## src/rtl/bcd_clock_pkg.sv

```systemverilog
package bcd_clock_pkg;

  // Field order on the load bus and the outputs
  localparam int NFIELDS = 7;
  localparam int F_SEC   = 0;
  localparam int F_MIN   = 1;
  localparam int F_HR    = 2;
  localparam int F_DAY   = 3;
  localparam int F_WDAY  = 4;
  localparam int F_MON   = 5;
  localparam int F_YR    = 6;

  // Stored width of each field
  localparam int W_SEC  = 7;
  localparam int W_MIN  = 7;
  localparam int W_HR   = 6;
  localparam int W_DAY  = 6;
  localparam int W_WDAY = 3;
  localparam int W_MON  = 5;
  localparam int W_YR   = 8;

  // Add one to a two-digit packed BCD value, without wrapping
  function automatic logic [7:0] bcd_inc(input logic [7:0] v);
    logic [7:0] r;
    if (v[3:0] >= 4'd9) r = {v[7:4] + 4'd1, 4'd0};
    else                r = {v[7:4], v[3:0] + 4'd1};
    return r;
  endfunction

  function automatic logic [6:0] bcd_to_bin(input logic [7:0] v);
    return 7'(v[7:4]) * 7'd10 + 7'(v[3:0]);
  endfunction

  // Last day of the month, in BCD
  function automatic logic [5:0] month_len(input logic [4:0] mon, input logic [7:0] yr);
    logic [6:0] yb;
    logic [5:0] r;
    yb = bcd_to_bin(yr);
    case (mon)
      5'h02:                      r = (yb[1:0] == 2'b00) ? 6'h29 : 6'h28;
      5'h04, 5'h06, 5'h09, 5'h11: r = 6'h30;
      default:                    r = 6'h31;
    endcase
    return r;
  endfunction

endpackage

```

## src/rtl/bcd_tick_div.sv

```systemverilog
module bcd_tick_div #(
  parameter int SUBDIV = 2
) (
  input  logic clk,
  input  logic rst_n,
  input  logic tick_i,
  input  logic hold_i,
  input  logic clr_i,
  output logic adv_o
);
  localparam int CW = (SUBDIV > 1) ? $clog2(SUBDIV) : 1;
  localparam logic [CW-1:0] LAST = CW'(SUBDIV - 1);

  logic [CW-1:0] cnt_q;
  logic          at_last;

  assign at_last = (cnt_q == LAST);
  assign adv_o   = tick_i && at_last && !hold_i && !clr_i;

  always_ff @(posedge clk or negedge rst_n) begin
    if (!rst_n) begin
      cnt_q <= '0;
    end else if (hold_i || clr_i) begin
      cnt_q <= '0;
    end else if (tick_i) begin
      cnt_q <= at_last ? '0 : cnt_q + CW'(1);
    end
  end
endmodule

```

## src/rtl/bcd_wrap_counter.sv

```systemverilog
// BCD (or small binary) counter that wraps from MAXV or above to MINV
module bcd_wrap_counter
  import bcd_clock_pkg::*;
#(
  parameter int             WIDTH = 7,
  parameter logic [WIDTH-1:0] MAXV  = WIDTH'(8'h59),
  parameter logic [WIDTH-1:0] MINV  = '0
) (
  input  logic             clk,
  input  logic             rst_n,
  input  logic             inc_i,
  input  logic             ld_i,
  input  logic [WIDTH-1:0] ld_val_i,
  output logic [WIDTH-1:0] val_o,
  output logic             carry_o
);
  logic [WIDTH-1:0] val_q;
  logic [WIDTH-1:0] nxt;
  logic             wrap;

  assign wrap    = (val_q >= MAXV);
  assign nxt     = wrap ? MINV : WIDTH'(bcd_inc(8'(val_q)));
  assign carry_o = inc_i && wrap;
  assign val_o   = val_q;

  always_ff @(posedge clk or negedge rst_n) begin
    if (!rst_n)     val_q <= MINV;
    else if (ld_i)  val_q <= ld_val_i;
    else if (inc_i) val_q <= nxt;
  end
endmodule

```

## src/rtl/bcd_hour_counter.sv

```systemverilog
module bcd_hour_counter
  import bcd_clock_pkg::*;
(
  input  logic            clk,
  input  logic            rst_n,
  input  logic            inc_i,
  input  logic            mode12_i,
  input  logic            ld_i,
  input  logic [W_HR-1:0] ld_val_i,
  output logic [W_HR-1:0] hr_o,
  output logic            carry_o
);
  logic [W_HR-1:0] hr_q;
  logic [W_HR-1:0] nxt;
  logic            wrap;
  logic [4:0]      h12;
  logic            pm;

  assign h12 = hr_q[4:0];
  assign pm  = hr_q[5];

  always_comb begin
    nxt  = hr_q;
    wrap = 1'b0;
    if (mode12_i) begin
      if (h12 == 5'h11) begin
        // 11 -> 12 flips AM/PM; leaving 11 PM starts a new day
        nxt  = {~pm, 5'h12};
        wrap = pm;
      end else if (h12 >= 5'h12) begin
        nxt = {pm, 5'h01};
      end else begin
        nxt = {pm, 5'(bcd_inc(8'(h12)))};
      end
    end else begin
      if (hr_q >= 6'h23) begin
        nxt  = '0;
        wrap = 1'b1;
      end else begin
        nxt = 6'(bcd_inc(8'(hr_q)));
      end
    end
  end

  assign carry_o = inc_i && wrap;
  assign hr_o    = hr_q;

  always_ff @(posedge clk or negedge rst_n) begin
    if (!rst_n)     hr_q <= '0;
    else if (ld_i)  hr_q <= ld_val_i;
    else if (inc_i) hr_q <= nxt;
  end
endmodule

```

## src/rtl/bcd_date_counter.sv

```systemverilog
module bcd_date_counter
  import bcd_clock_pkg::*;
(
  input  logic              clk,
  input  logic              rst_n,
  input  logic              inc_i,
  input  logic [3:0]        ld_i,      // day, weekday, month, year
  input  logic [W_DAY-1:0]  ld_day_i,
  input  logic [W_WDAY-1:0] ld_wday_i,
  input  logic [W_MON-1:0]  ld_mon_i,
  input  logic [W_YR-1:0]   ld_yr_i,
  output logic [W_DAY-1:0]  day_o,
  output logic [W_WDAY-1:0] wday_o,
  output logic [W_MON-1:0]  mon_o,
  output logic [W_YR-1:0]   yr_o
);
  logic [W_DAY-1:0] day_q;
  logic [W_DAY-1:0] last_day;
  logic             day_wrap;
  logic             mon_inc;
  logic             yr_inc;
  logic             wday_carry_unused;
  logic             yr_carry_unused;

  // Month length depends on the month and year before this edge
  assign last_day = month_len(mon_o, yr_o);
  assign day_wrap = (day_q >= last_day);
  assign mon_inc  = inc_i && day_wrap;
  assign day_o    = day_q;

  always_ff @(posedge clk or negedge rst_n) begin
    if (!rst_n)        day_q <= 6'h01;
    else if (ld_i[0])  day_q <= ld_day_i;
    else if (inc_i)    day_q <= day_wrap ? 6'h01 : 6'(bcd_inc(8'(day_q)));
  end

  bcd_wrap_counter #(.WIDTH(W_WDAY), .MAXV(3'd6), .MINV(3'd0)) u_wday (
    .clk(clk), .rst_n(rst_n), .inc_i(inc_i), .ld_i(ld_i[1]),
    .ld_val_i(ld_wday_i), .val_o(wday_o), .carry_o(wday_carry_unused)
  );

  bcd_wrap_counter #(.WIDTH(W_MON), .MAXV(5'h12), .MINV(5'h01)) u_mon (
    .clk(clk), .rst_n(rst_n), .inc_i(mon_inc), .ld_i(ld_i[2]),
    .ld_val_i(ld_mon_i), .val_o(mon_o), .carry_o(yr_inc)
  );

  bcd_wrap_counter #(.WIDTH(W_YR), .MAXV(8'h99), .MINV(8'h00)) u_yr (
    .clk(clk), .rst_n(rst_n), .inc_i(yr_inc), .ld_i(ld_i[3]),
    .ld_val_i(ld_yr_i), .val_o(yr_o), .carry_o(yr_carry_unused)
  );
endmodule

```

## src/rtl/bcd_clock_core.sv

```systemverilog
module bcd_clock_core
  import bcd_clock_pkg::*;
#(
  parameter int SUBDIV = 2
) (
  input  logic                 clk,
  input  logic                 rst_n,
  input  logic                 tick_i,
  input  logic                 stop_i,
  input  logic                 mode12_i,
  input  logic                 osc_fail_i,
  input  logic [NFIELDS-1:0]   ld_en_i,
  input  logic [NFIELDS*8-1:0] ld_val_i,
  output logic [7:0]           sec_o,
  output logic [7:0]           min_o,
  output logic [7:0]           hr_o,
  output logic [7:0]           day_o,
  output logic [7:0]           wday_o,
  output logic [7:0]           mon_o,
  output logic [7:0]           yr_o
);
  logic any_ld;
  logic adv;
  logic min_inc, hr_inc, day_inc;
  logic bad_q;

  logic [W_SEC-1:0]  sec_v;
  logic [W_MIN-1:0]  min_v;
  logic [W_HR-1:0]   hr_v;
  logic [W_DAY-1:0]  day_v;
  logic [W_WDAY-1:0] wday_v;
  logic [W_MON-1:0]  mon_v;
  logic [W_YR-1:0]   yr_v;

  // Load bits above each field's width are dropped
  logic [13:0] ld_pad_unused;
  assign ld_pad_unused = {ld_val_i[7], ld_val_i[15], ld_val_i[23:22], ld_val_i[31:30],
                          ld_val_i[39:35], ld_val_i[47:45]};

  assign any_ld = |ld_en_i;

  bcd_tick_div #(.SUBDIV(SUBDIV)) u_div (
    .clk(clk), .rst_n(rst_n), .tick_i(tick_i), .hold_i(stop_i),
    .clr_i(any_ld), .adv_o(adv)
  );

  bcd_wrap_counter #(.WIDTH(W_SEC), .MAXV(7'h59), .MINV(7'h00)) u_sec (
    .clk(clk), .rst_n(rst_n), .inc_i(adv), .ld_i(ld_en_i[F_SEC]),
    .ld_val_i(ld_val_i[F_SEC*8 +: W_SEC]), .val_o(sec_v), .carry_o(min_inc)
  );

  bcd_wrap_counter #(.WIDTH(W_MIN), .MAXV(7'h59), .MINV(7'h00)) u_min (
    .clk(clk), .rst_n(rst_n), .inc_i(min_inc), .ld_i(ld_en_i[F_MIN]),
    .ld_val_i(ld_val_i[F_MIN*8 +: W_MIN]), .val_o(min_v), .carry_o(hr_inc)
  );

  bcd_hour_counter u_hr (
    .clk(clk), .rst_n(rst_n), .inc_i(hr_inc), .mode12_i(mode12_i),
    .ld_i(ld_en_i[F_HR]), .ld_val_i(ld_val_i[F_HR*8 +: W_HR]),
    .hr_o(hr_v), .carry_o(day_inc)
  );

  bcd_date_counter u_date (
    .clk(clk), .rst_n(rst_n), .inc_i(day_inc),
    .ld_i({ld_en_i[F_YR], ld_en_i[F_MON], ld_en_i[F_WDAY], ld_en_i[F_DAY]}),
    .ld_day_i(ld_val_i[F_DAY*8 +: W_DAY]),
    .ld_wday_i(ld_val_i[F_WDAY*8 +: W_WDAY]),
    .ld_mon_i(ld_val_i[F_MON*8 +: W_MON]),
    .ld_yr_i(ld_val_i[F_YR*8 +: W_YR]),
    .day_o(day_v), .wday_o(wday_v), .mon_o(mon_v), .yr_o(yr_v)
  );

  // Sticky invalid-time flag: a failure outranks a seconds load
  always_ff @(posedge clk or negedge rst_n) begin
    if (!rst_n)                bad_q <= 1'b1;
    else if (osc_fail_i)       bad_q <= 1'b1;
    else if (ld_en_i[F_SEC])   bad_q <= 1'b0;
  end

  assign sec_o  = {bad_q, sec_v};
  assign min_o  = {1'b0, min_v};
  assign hr_o   = {2'b00, hr_v};
  assign day_o  = {2'b00, day_v};
  assign wday_o = {5'b00000, wday_v};
  assign mon_o  = {3'b000, mon_v};
  assign yr_o   = yr_v;
endmodule

```

## config.mk

```make
export PLATFORM = sky130hd
export DESIGN_NAME = bcd_clock_core
export DESIGN_NICKNAME = d
export VERILOG_FILES = /design/src/rtl/bcd_clock_pkg.sv /design/src/rtl/bcd_tick_div.sv /design/src/rtl/bcd_wrap_counter.sv /design/src/rtl/bcd_hour_counter.sv /design/src/rtl/bcd_date_counter.sv /design/src/rtl/bcd_clock_core.sv
export SDC_FILE = /design/constraint.sdc
export NUM_CORES = 1
export LEC_CHECK = 0
export BUFFER_PORTS_ARGS = -buffer_cell sky130_fd_sc_hd__buf_2
export CAP_MARGIN = 30
export CORE_ASPECT_RATIO = 0.6
export CORE_MARGIN = 3
export CORE_UTILIZATION = 45
export DETAILED_ROUTE_END_ITERATION = 10
export MAX_ROUTING_LAYER = met4
export PLACE_DENSITY = 0.86
export SYNTH_ARGS = -nofsm -noshare
export SYNTH_HDL_FRONTEND = slang
export SYNTH_HIERARCHICAL = 1
export SYNTH_SLANG_ARGS = --single-unit
```

## constraint.sdc

```tcl
create_clock -name clk -period 4.2 [get_ports clk]
set_input_delay 1.26 -clock clk [delete_from_list [all_inputs] [get_ports clk]]
set_output_delay 1.26 -clock clk [all_outputs]
set_load 0.02 [all_outputs]
```

# [After elaboration in Yosys (flattened, before gate mapping)]
# Cells that the tools add are included.
[totals] regBits=44 out_inout_bits=56
[classes] addsub=16 mul=1 n_lt_le_gt_ge=15 eq_ne=8 muxes=42 bitwise_logic=1 reduce_logical=36
[ops] cell="$mux 6" n=10
[ops] cell="$mux 7" n=8
[ops] cell="$mux 8" n=4
[ops] cell="$mux 5" n=6
[ops] cell="$add 4x1->4 const B" n=7
[ops] cell="$ge 4x4->1 const B" n=6
[ops] cell="$reduce_bool 2->1" n=9
[ops] cell="$reduce_bool 3->1" n=5
[ops] cell="$ge 7x7->1 const B" n=2
[ops] cell="$mux 3" n=4
[ops] cell="$pmux 6 s2" n=1
[ops] cell="$eq 5x3->1 const B" n=2
[ops] cell="$eq 5x5->1 const B" n=2
[ops] cell="$ge 5x5->1 const B" n=2
[ops] cell="$reduce_and 2->1" n=5
[ops] cell="$add 3x1->3 const B" n=3
[ops] cell="$mux 1" n=9
[ops] cell="$ge 8x8->1 const B" n=1
[ops] cell="$logic_and 1x1->1" n=8
[ops] cell="$reduce_or 7->1" n=1
[ops] cell="$ge 6x6->1" n=1
[ops] cell="$ge 6x6->1 const B" n=1
[ops] cell="$reduce_and 3->1" n=2
[ops] cell="$eq 5x2->1 const B" n=1
[ops] cell="15 further kinds" n=19

# [Longest topological paths before layout]
# Gate-level depths: netlist (run 1).
[depth] ltp_word=10 depth_mapped=18 mapped_depth_nobuf=16

# [Modules after synthesis]
# Netlist (run 1), hierarchy kept.
[modules_own_cells] mod="bcd_wrap_counter (u_min ...)" instances=2 cells_per_inst=60 area_per_inst_um2=526.8 seq_area_each_um2=175.2
[modules_own_cells] mod="bcd_hour_counter" instances=1 cells_per_inst=75 area_per_inst_um2=631.9 seq_area_each_um2=150.1
[modules_own_cells] mod="bcd_wrap_counter (u_date.u_yr)" instances=1 cells_per_inst=75 area_per_inst_um2=626.9 seq_area_each_um2=200.2
[modules_own_cells] mod="bcd_date_counter" instances=1 cells_per_inst=70 area_per_inst_um2=579.3 seq_area_each_um2=151.4
[modules_own_cells] mod="bcd_wrap_counter (u_date.u_mon)" instances=1 cells_per_inst=37 area_per_inst_um2=372.9 seq_area_each_um2=126.4
[modules_own_cells] mod="bcd_wrap_counter (u_date.u_wday)" instances=1 cells_per_inst=20 area_per_inst_um2=175.2 seq_area_each_um2=75.1
[modules_own_cells] mod="bcd_clock_core" instances=1 cells_per_inst=21 area_per_inst_um2=167.7 seq_area_each_um2=26.3
[modules_own_cells] mod="bcd_tick_div" instances=1 cells_per_inst=5 area_per_inst_um2=52.6 seq_area_each_um2=25.0

# [Worst setup path before layout (run 1)]
# Ideal clock, no wire load.
[synth_timing] kind="input-to-reg" startpoint="input port ld_en_i[5]" endpoint="register u_date.u_yr.val_q[3], in the netlist u_date/u_yr/val_o[3]" setup_ps=95 t_arrival_ps=5308 t_required_ps=4105 path_slack_ps=-1204 cell_stages=18 n_path_buf=2 path_cell_list="nor4_2 nand2_1 nor3_1 inv_1 nor2_1 inv_1 nor2_1 clkbuf_1 o21ai_0 a21oi_1 nor2b_1 nand2_1 nor2_1 clkbuf_1 inv_1 nor3_1 a31oi_1 o31ai_1"
[synth_via] elab_chain_cells=9
[synth_lines] element="start, declared" line="bcd_clock_core.sv:12" source="input logic [NFIELDS-1:0] ld_en_i,"
[synth_lines] element="$reduce_or 7->1" line="bcd_clock_core.sv:40" source="assign any_ld = |ld_en_i;"
[synth_lines] element="via any_ld" line="bcd_clock_core.sv:22" source="logic any_ld;"
[synth_lines] element="$logic_not 1->1" line="bcd_tick_div.sv:18" source="assign adv_o = tick_i && at_last && !hold_i && !clr_i;"
[synth_lines] element="$logic_and 1x1->1" line="bcd_tick_div.sv:18"
[synth_lines] element="via adv" line="bcd_clock_core.sv:23" source="logic adv;"
[synth_lines] element="$logic_and 1x1->1" line="bcd_wrap_counter.sv:23" source="assign carry_o = inc_i && wrap;"
[synth_lines] element="via min_inc" line="bcd_clock_core.sv:24" source="logic min_inc, hr_inc, day_inc;"
[synth_lines] element="$logic_and 1x1->1" line="bcd_wrap_counter.sv:23"
[synth_lines] element="via hr_inc" line="bcd_clock_core.sv:24"
[synth_lines] element="$logic_and 1x1->1" line="bcd_hour_counter.sv:45" source="assign carry_o = inc_i && wrap;"
[synth_lines] element="via day_inc" line="bcd_clock_core.sv:24"
[synth_lines] element="$logic_and 1x1->1" line="bcd_date_counter.sv:28" source="assign mon_inc = inc_i && day_wrap;"
[synth_lines] element="via u_date.mon_inc" line="bcd_date_counter.sv:20" source="logic mon_inc;"
[synth_lines] element="$logic_and 1x1->1" line="bcd_wrap_counter.sv:23"
[synth_lines] element="via u_date.yr_inc" line="bcd_date_counter.sv:21" source="logic yr_inc;"
[synth_lines] element="$reduce_bool 2->1 (no line)"
[synth_lines] element="end signal, assigned" line="bcd_wrap_counter.sv:28" source="else if (ld_i) val_q <= ld_val_i;"
[synth_lines] element="end signal, assigned" line="bcd_wrap_counter.sv:29" source="else if (inc_i) val_q <= nxt;"
[synth_lines] element="end, declared" line="bcd_wrap_counter.sv:17" source="logic [WIDTH-1:0] val_q;"
# The timed path passes the listed nets, and every way through them passes these cells.
# A chain may end at the register's enable or synchronous reset.

# [Worst setup path in the final report (run 1)]
[layout_timing] startpoint="input port ld_en_i[4]" endpoint="register u_date.u_yr.val_q[7], in the netlist u_date/u_yr/val_o[7]"
[layout_via] elab_chain_cells=10
[layout_lines] element="$reduce_or 7->1" line="bcd_clock_core.sv:40"
[layout_lines] element="via any_ld" line="bcd_clock_core.sv:22"
[layout_lines] element="$logic_not 1->1" line="bcd_tick_div.sv:18"
[layout_lines] element="$logic_and 1x1->1" line="bcd_tick_div.sv:18"
[layout_lines] element="via adv" line="bcd_clock_core.sv:23"
[layout_lines] element="$logic_and 1x1->1" line="bcd_wrap_counter.sv:23"
[layout_lines] element="via min_inc" line="bcd_clock_core.sv:24"
[layout_lines] element="$logic_and 1x1->1" line="bcd_wrap_counter.sv:23"
[layout_lines] element="via hr_inc" line="bcd_clock_core.sv:24"
[layout_lines] element="$logic_and 1x1->1" line="bcd_hour_counter.sv:45"
[layout_lines] element="via day_inc" line="bcd_clock_core.sv:24"
[layout_lines] element="$logic_and 1x1->1" line="bcd_date_counter.sv:28"
[layout_lines] element="via u_date.mon_inc" line="bcd_date_counter.sv:20"
[layout_lines] element="$logic_and 1x1->1" line="bcd_wrap_counter.sv:23"
[layout_lines] element="via u_date.yr_inc" line="bcd_date_counter.sv:21"
[layout_lines] element="$reduce_bool 2->1 (no line)"
[layout_lines] element="$reduce_and 2->1 (no line)"
# The timed path passes the listed nets, and every way through them passes these cells.

==> out/summary.log, run 1 <==
qor: status.status completed
qor: setup_path.r2r_start u_date/u_yr/val_o[1]
qor: floorplanning.num_io_pins 125
qor: timing.finalHoldViolCount 0
qor: setup_path.worst_ep_arrival_time 3.97 ns
qor: clock_tree.cts_root_buffer sky130_fd_sc_hd__clkbuf_16
qor: synthesis.ys.warnings.count 6
qor: clock_tree.cts_buffers 5
qor: setup_path.crit_top_cell sky130_fd_sc_hd__nand2_1
qor: setup_path.timing.critical_path.slowest_stage_cell sky130_fd_sc_hd__nor2_2
qor: timing.finClkSkew 0.00593 ns
qor: placed_design.place.port_buffers 97
qor: global_route.antenna_found_initial 1
qor: global_route.grt_util_all_layers 22.2%
qor: timing.fin_worst_hold_slack 0.532 ns
qor: global_route.largest_net_degree_at_the_start_of_global_routing 24
qor: timing.timing.max_slew.rel_slack 62.1%
qor: setup_path.criticalPathCategory in2reg
qor: floorplanning.width_of_the_die 122 um
qor: timing.timing.final.setup_violations 0
qor: global_route.grt_pass1_vias 3264
qor: final_layout.post-route-cell-area 0.00440 mm^2
qor: clock_tree.cts-hold-fix-buffers 0
qor: clock_tree.clock_latency_reported_for_the_late_side_of_the_worst_skew_pair 0.29 ns
qor: final_layout.layout_cells_sized_above_1 29.3%
qor: clock_tree.max-clock-path-buffers 2
qor: clock_tree.postCtsResizedCells 0
qor: timing.fin_crit_sh 89.5%
qor: drt.vias_per_cell 5.84
qor: drt.detailedRoute.firstPassIterationCount 5
qor: timing.fin_tns_setup 0 ns
qor: global_route.wire_length_of_the_first_global_routing_pass 15800 um
qor: setup_path.cp-start-kind input pin
qor: setup_path.end_kind flop
qor: hold_path.min_delay_path_depth 1
qor: hold_path.worstHoldPathType reg2reg
qor: drt.drt-initial-drc-count 426
qor: setup_path.timing.reg2reg.setup_slack 0.83 ns
qor: placed_design.placement.setup.worst_slack 0.138 ns
qor: timing.layout_min_cycle_time 3.76 ns
qor: setup_path.critical_path.max_fanout 7
qor: floorplanning.cell_row_count 24
qor: clock_tree.htreeDepth 2
qor: clock_tree.cts.clk_slew.worst_paths 0.06 ns
qor: drt.wire_per_inst 16.0 um
qor: power.power_density 310 mW/mm^2
qor: final_layout.area_growth_syn_to_layout 20.8%
qor: final_layout.finalNetCount 618
qor: timing.rsz_0062_raised_after_global_routing no
qor: global_route.grt-ovfl-total 0
qor: clock_tree.postCtsSetupRepairBufs 0
qor: synthesis.netlist_area 0.00364 mm^2
qor: setup_path.crit_chain buf_2 -> nor4_2 -> nand2_1 -> nor3_4 -> inv_2 -> nor2_4 -> inv_2 -> nor2_4 -> o21ai_0 -> a21oi_2 -> nor2b_4 -> nand2_1 -> nor2_2 -> buf_4 -> nand2_1 -> o21ai_0 -> a31oi_1 -> a21oi_1
qor: drt.drt.antenna.violating_nets 0
qor: final_layout.nFillCells 683
qor: clock_tree.cts_sinks 44
qor: timing.final_worst_slack 0.442 ns
qor: drt.routed_wl 9970 um
qor: power.power_leakage 2.02 nW
qor: drt.routed-via-count 3640
qor: floorplanning.die-area 0.00924 mm^2
qor: placed_design.placed_cells_incl_taps 614
qor: floorplanning.die_height 75.7 um
qor: timing.clock.fmax 266 MHz
qor: synthesis.postSynthAreaPerCell 8.67 um^2
qor: placed_design.placed_cell_area 0.00426 mm^2
qor: final_layout.layout.cells.non_filler 623
qor: setup_path.timing.rr.end u_date/u_yr/val_o[7]
qor: hold_path.whs_endpoint bad_q
qor: final_layout.final_core_util 58.3%
qor: floorplanning.initial_core_util 48.3%
qor: placed_design.detailedPlacementHpwl 7520 um
qor: setup_path.worst-r2r-cell-count 17
qor: power.final_total_power 1.36 mW
qor: power.vdd_ir_drop_max 0.195 mV
qor: timing.finalMaxSlewViolations 0
qor: drt.remaining_drc_errors 0
qor: placed_design.finalWeightedCongestion 0.907
qor: clock_tree.tritoncts yes
qor: synthesis.cell_count_after_synthesis 420
qor: flow_run.max-cap-violations 0
qor: setup_path.data_required_time_at_the_worst_endpoint 4.41 ns
qor: floorplanning.fp.coreArea 0.00754 mm^2
qor: timing.tightest_slew 0.568 ns
qor: hold_path.hp-start bad_q
qor: setup_path.crit_path_max_incr_delay 0.25 ns
==> cells in the final DEF, fill, tap and decap left out, types with 3 or more instances in the layout <==
cell type	instances
sky130_fd_sc_hd__buf_2	97
sky130_fd_sc_hd__dfrtp_1	41
sky130_fd_sc_hd__nand2_1	33
sky130_fd_sc_hd__inv_1	32
sky130_fd_sc_hd__ha_1	32
sky130_fd_sc_hd__nor2_1	29
sky130_fd_sc_hd__a21oi_1	24
sky130_fd_sc_hd__o21ai_0	19
sky130_fd_sc_hd__conb_1	13
sky130_fd_sc_hd__buf_4	11
sky130_fd_sc_hd__nor3_1	9
sky130_fd_sc_hd__o211ai_1	9
sky130_fd_sc_hd__nor2b_1	9
sky130_fd_sc_hd__nand3_1	8
sky130_fd_sc_hd__a31oi_1	7
sky130_fd_sc_hd__nand4_1	6
sky130_fd_sc_hd__o21ai_1	6
sky130_fd_sc_hd__o31ai_1	6
sky130_fd_sc_hd__a32oi_1	6
sky130_fd_sc_hd__clkbuf_16	5
sky130_fd_sc_hd__a221o_1	5
sky130_fd_sc_hd__a211oi_1	5
sky130_fd_sc_hd__nor3b_1	4
sky130_fd_sc_hd__nand2b_1	4
sky130_fd_sc_hd__or3b_1	4
sky130_fd_sc_hd__nand4b_1	4
sky130_fd_sc_hd__dfstp_2	3
sky130_fd_sc_hd__and3_1	3
sky130_fd_sc_hd__mux2i_1	3
sky130_fd_sc_hd__nand3b_1	3
sky130_fd_sc_hd__a2111oi_0	3
==> critical path: cells and delay by family <==
kind / cells / cell delay, ns
and+or+nand+nor: 9 / 1.49
AOI/OAI and AO/OA: 5 / 0.74
buffers and inverters: 4 / 0.50
==> power by group <==
part	switching, mW	internal [mW]	leakage, nW	total [mW]
logic	0.245	0.171	1.44	0.416
registers	0.0929	0.471	0.520	0.563
clock network	0.165	0.220	0.0679	0.385
==> metal layers <==
metal  wire [um]  up-vias  global-route usage (%)
met5           0        -                       -
li1            -     1729                       -
met4         249        0                    7.44
met2        4440      151                    32.7
met1        4620     1727                    30.6
met3         663       33                    4.60
==> how the worst max path moves through the flow <==
stage | endpoint | slack [ns] | startpoint
after floorplan | u_date/u_yr/val_o[2] | 0.02 | ld_en_i[5]
after CTS | u_date/u_yr/val_o[7] | 0.43 | ld_en_i[4]
after global routing | u_date/u_yr/val_o[7] | 0.16 | ld_en_i[4]
final | u_date/u_yr/val_o[7] | 0.44 | ld_en_i[4]
after detailed placement | u_date/u_yr/val_o[7] | 0.14 | ld_en_i[4]
after global placement | u_date/u_yr/val_o[7] | 0.24 | ld_en_i[4]
==> area by class of cell <==
cell class                      instances  area, um^2  area share (%)
Multi-Input combinational cell        323        2310            52.5
Sequential cell                        44        1100            25.1
Timing Repair Buffer                  109         588            13.4
Clock buffer                            7         133            3.02
Tap cell                              104         130            2.96
Inverter                               34         128            2.90
Clock inverter                          1        5.00           0.114
Antenna cell                            1        2.50          0.0569
==> registers in the layout, indices dropped and copies added (netlist names) <==
register             count
u_date/u_yr/val_o        8
u_min/val_o              7
u_sec/val_o              7
u_date/day_o             6
u_hr/hr_o                6
u_date/u_mon/val_o       5
u_date/u_wday/val_o      3
bad_q                    1
u_div/at_last            1
Note: power is estimated with default switching activity, not from simulation.
==> inputs of run 2 (changes only) <==
MAX_ROUTING_LAYER = not set   (was met4)
==> run 2 against run 1 <==
Effect of this change: final cell count down 0.16%; power rose by 1.1%; non-clock buffer count unchanged; largest power group unchanged.
==> out/summary.log, run 2 (synthesized netlist as in run 1, its figures left out) <==
qor: timing.tightest_slew 0.576 ns
qor: final_layout.mostFrequentLayoutCells sky130_fd_sc_hd__buf_2, sky130_fd_sc_hd__dfrtp_1, sky130_fd_sc_hd__nand2_1, sky130_fd_sc_hd__inv_1, sky130_fd_sc_hd__ha_1
qor: setup_path.worst_ep_arrival_time 4.02 ns
qor: final_layout.area_growth_syn_to_layout 21.0%
qor: floorplanning.cell_row_count 24
qor: final_layout.largest_register_ff_count 8
qor: setup_path.cp-start-kind input pin
qor: drt.vias_per_cell 5.83
qor: power.clkPwrFrac 28.9%
qor: timing.rsz_0062_raised_after_global_routing no
qor: power.comb_power_share 30.5%
qor: clock_tree.postCtsResizedCells 0
qor: floorplanning.num_io_pins 125
qor: global_route.grt-ovfl-total 0
qor: floorplanning.width_of_the_die 122 um
qor: power.cell_internal_pwr 0.880 mW
qor: hold_path.hp-start bad_q
qor: timing.finalMaxSlewViolations 0
qor: drt.wire_per_inst 16.1 um
qor: timing.fin_crit_sh 90.7%
qor: clock_tree.cts_buffers 5
qor: setup_path.timing.critical_path.from ld_en_i[4]
qor: clock_tree.htreeDepth 2
qor: setup_path.timing.critical_path.slowest_stage_cell sky130_fd_sc_hd__nor2_2
qor: setup_path.end_kind flop
qor: global_route.antenna_found_initial 0
qor: floorplanning.die-area 0.00924 mm^2
qor: drt.detailedRoute.firstPassIterationCount 6
qor: status.status completed
qor: drt.routed_wl 10000 um
qor: final_layout.mostFrequentLayoutCell sky130_fd_sc_hd__buf_2
qor: drt.remaining_drc_errors 0
qor: setup_path.data_required_time_at_the_worst_endpoint 4.41 ns
qor: setup_path.crit_path_max_incr_delay 0.26 ns
qor: drt.drt.antenna.violating_nets 0
qor: timing.layout_min_cycle_time 3.81 ns
qor: flow_run.max-cap-violations 0
qor: clock_tree.max-clock-path-buffers 2
qor: clock_tree.cts.clk_slew.worst_paths 0.06 ns
qor: power.vdd_ir_drop_max 0.164 mV
qor: global_route.wire_length_of_the_first_global_routing_pass 16100 um
qor: global_route.grt_util_all_layers 21.7%
qor: timing.finalHoldViolCount 0
qor: setup_path.crit_chain buf_2 -> nor4_2 -> nand2_1 -> nor3_4 -> inv_2 -> nor2_4 -> inv_2 -> nor2_4 -> o21ai_0 -> a21oi_2 -> nor2b_4 -> nand2_1 -> nor2_2 -> buf_4 -> nand2_1 -> o21ai_0 -> a31oi_1 -> a21oi_1
qor: global_route.largest_net_degree_at_the_start_of_global_routing 24
qor: power.seq_power_share 40.6%
qor: global_route.grt_pass1_vias 3299
qor: setup_path.r2r_start u_date/u_yr/val_o[4]
qor: clock_tree.cts_root_buffer sky130_fd_sc_hd__clkbuf_16
qor: floorplanning.die_height 75.7 um
qor: placed_design.place.port_buffers 97
qor: placed_design.detailedPlacementHpwl 7680 um
qor: clock_tree.cts-hold-fix-buffers 0
qor: clock_tree.postCtsSetupRepairBufs 0
qor: power.power_density 313 mW/mm^2
qor: placed_design.finalWeightedCongestion 0.883
qor: setup_path.crit_top_cell sky130_fd_sc_hd__nand2_1
qor: final_layout.layout_cells_sized_above_1 29.3%
qor: timing.finClkSkew 0.00470 ns
qor: setup_path.criticalPathCategory in2reg
qor: timing.timing.max_slew.rel_slack 61.6%
qor: final_layout.antenna-diode-count 0
qor: timing.final_worst_slack 0.389 ns
qor: floorplanning.initial_core_util 48.3%
qor: drt.routed-via-count 3625
qor: timing.clock.fmax 262 MHz
qor: clock_tree.cts_sinks 44
qor: placed_design.placement.setup.worst_slack 0.138 ns
qor: power.net-switching-power 0.500 mW
qor: clock_tree.tritoncts yes
qor: hold_path.worstHoldPathType reg2reg
qor: power.power.switching_fraction 36.2%
qor: setup_path.critical_path.max_fanout 7
qor: drt.drt-initial-drc-count 322
qor: timing.fin_tns_setup 0 ns
qor: final_layout.finalNetCount 618
qor: timing.timing.final.setup_violations 0
qor: power.power_leakage 2.03 nW
qor: clock_tree.clock_latency_reported_for_the_late_side_of_the_worst_skew_pair 0.28 ns
qor: floorplanning.fp.coreArea 0.00754 mm^2
## run 2: cell types whose count changed in the layout (fill, tap and decap cells not counted), sizes merged
cell / delta
clkinv: -1
clkbuf: +1
diode: -1
## run 2: final cells by class
class	count	area, um^2
timing repair buffer	109	588
clock buffer	8	146
sequential	44	1100
inverter	34	128
tap	104	130
fill	687	3130
multi-input combinational	323	2310
## run 2: worst max-delay path, delay by kind of cell
family / cells / cell delay, ns
AO/OA/AOI/OAI: 5 / 0.74
buffers and inverters: 4 / 0.49
AND/OR/NAND/NOR: 9 / 1.52
## run 2: routing by layer
metal  global-route usage (%)  share of wire [%]  vias up
met5                        0                  0        -
met2                     34.8                 46      159
met3                     4.45                7.0       14
met1                     30.9                 47     1724
met4                     4.22               0.83        0
li1                         -                  -     1728
## run 2: worst paths after layout
| kind | endpoint | slack [ns] | cells after the start |
|---|---|---|---|
| min in group asynchronous | u_hr/hr_o[2] | 0.97 | 1 |
| worst min register to register | bad_q | 0.54 | 1 |
| worst min-delay path | bad_q | 0.54 | 1 |
| worst max-delay path | u_date/u_yr/val_o[7] | 0.39 | 18 |
| max in group asynchronous | bad_q | 2.62 | 2 |
| worst max register to register | u_date/u_yr/val_o[7] | 0.96 | 17 |
## run 2: power by group through the flow
stage / logic (mW) / registers [mW] / clock network, mW
after floorplan: 0.241 / 0.595 / 0
after global placement: 0.394 / 0.561 / 0
after detailed placement: 0.414 / 0.567 / 0
after CTS: 0.419 / 0.560 / 0.411
after global routing: 0.463 / 0.572 / 0.424
final: 0.421 / 0.561 / 0.398
## run 2: per-stage QoR
stage	hold slack, ns	power (mW)	utilization (%)	std cells	cell area [um^2]
floorplan	0.514	0.836	-	432	3750
global placement	0.525	0.955	56.2	613	4240
detailed placement	0.533	0.981	56.5	614	4260
CTS	0.542	1.39	58.4	622	4400
global route	0.558	1.46	58.4	622	4400
finish	0.537	1.38	58.4	622	4400
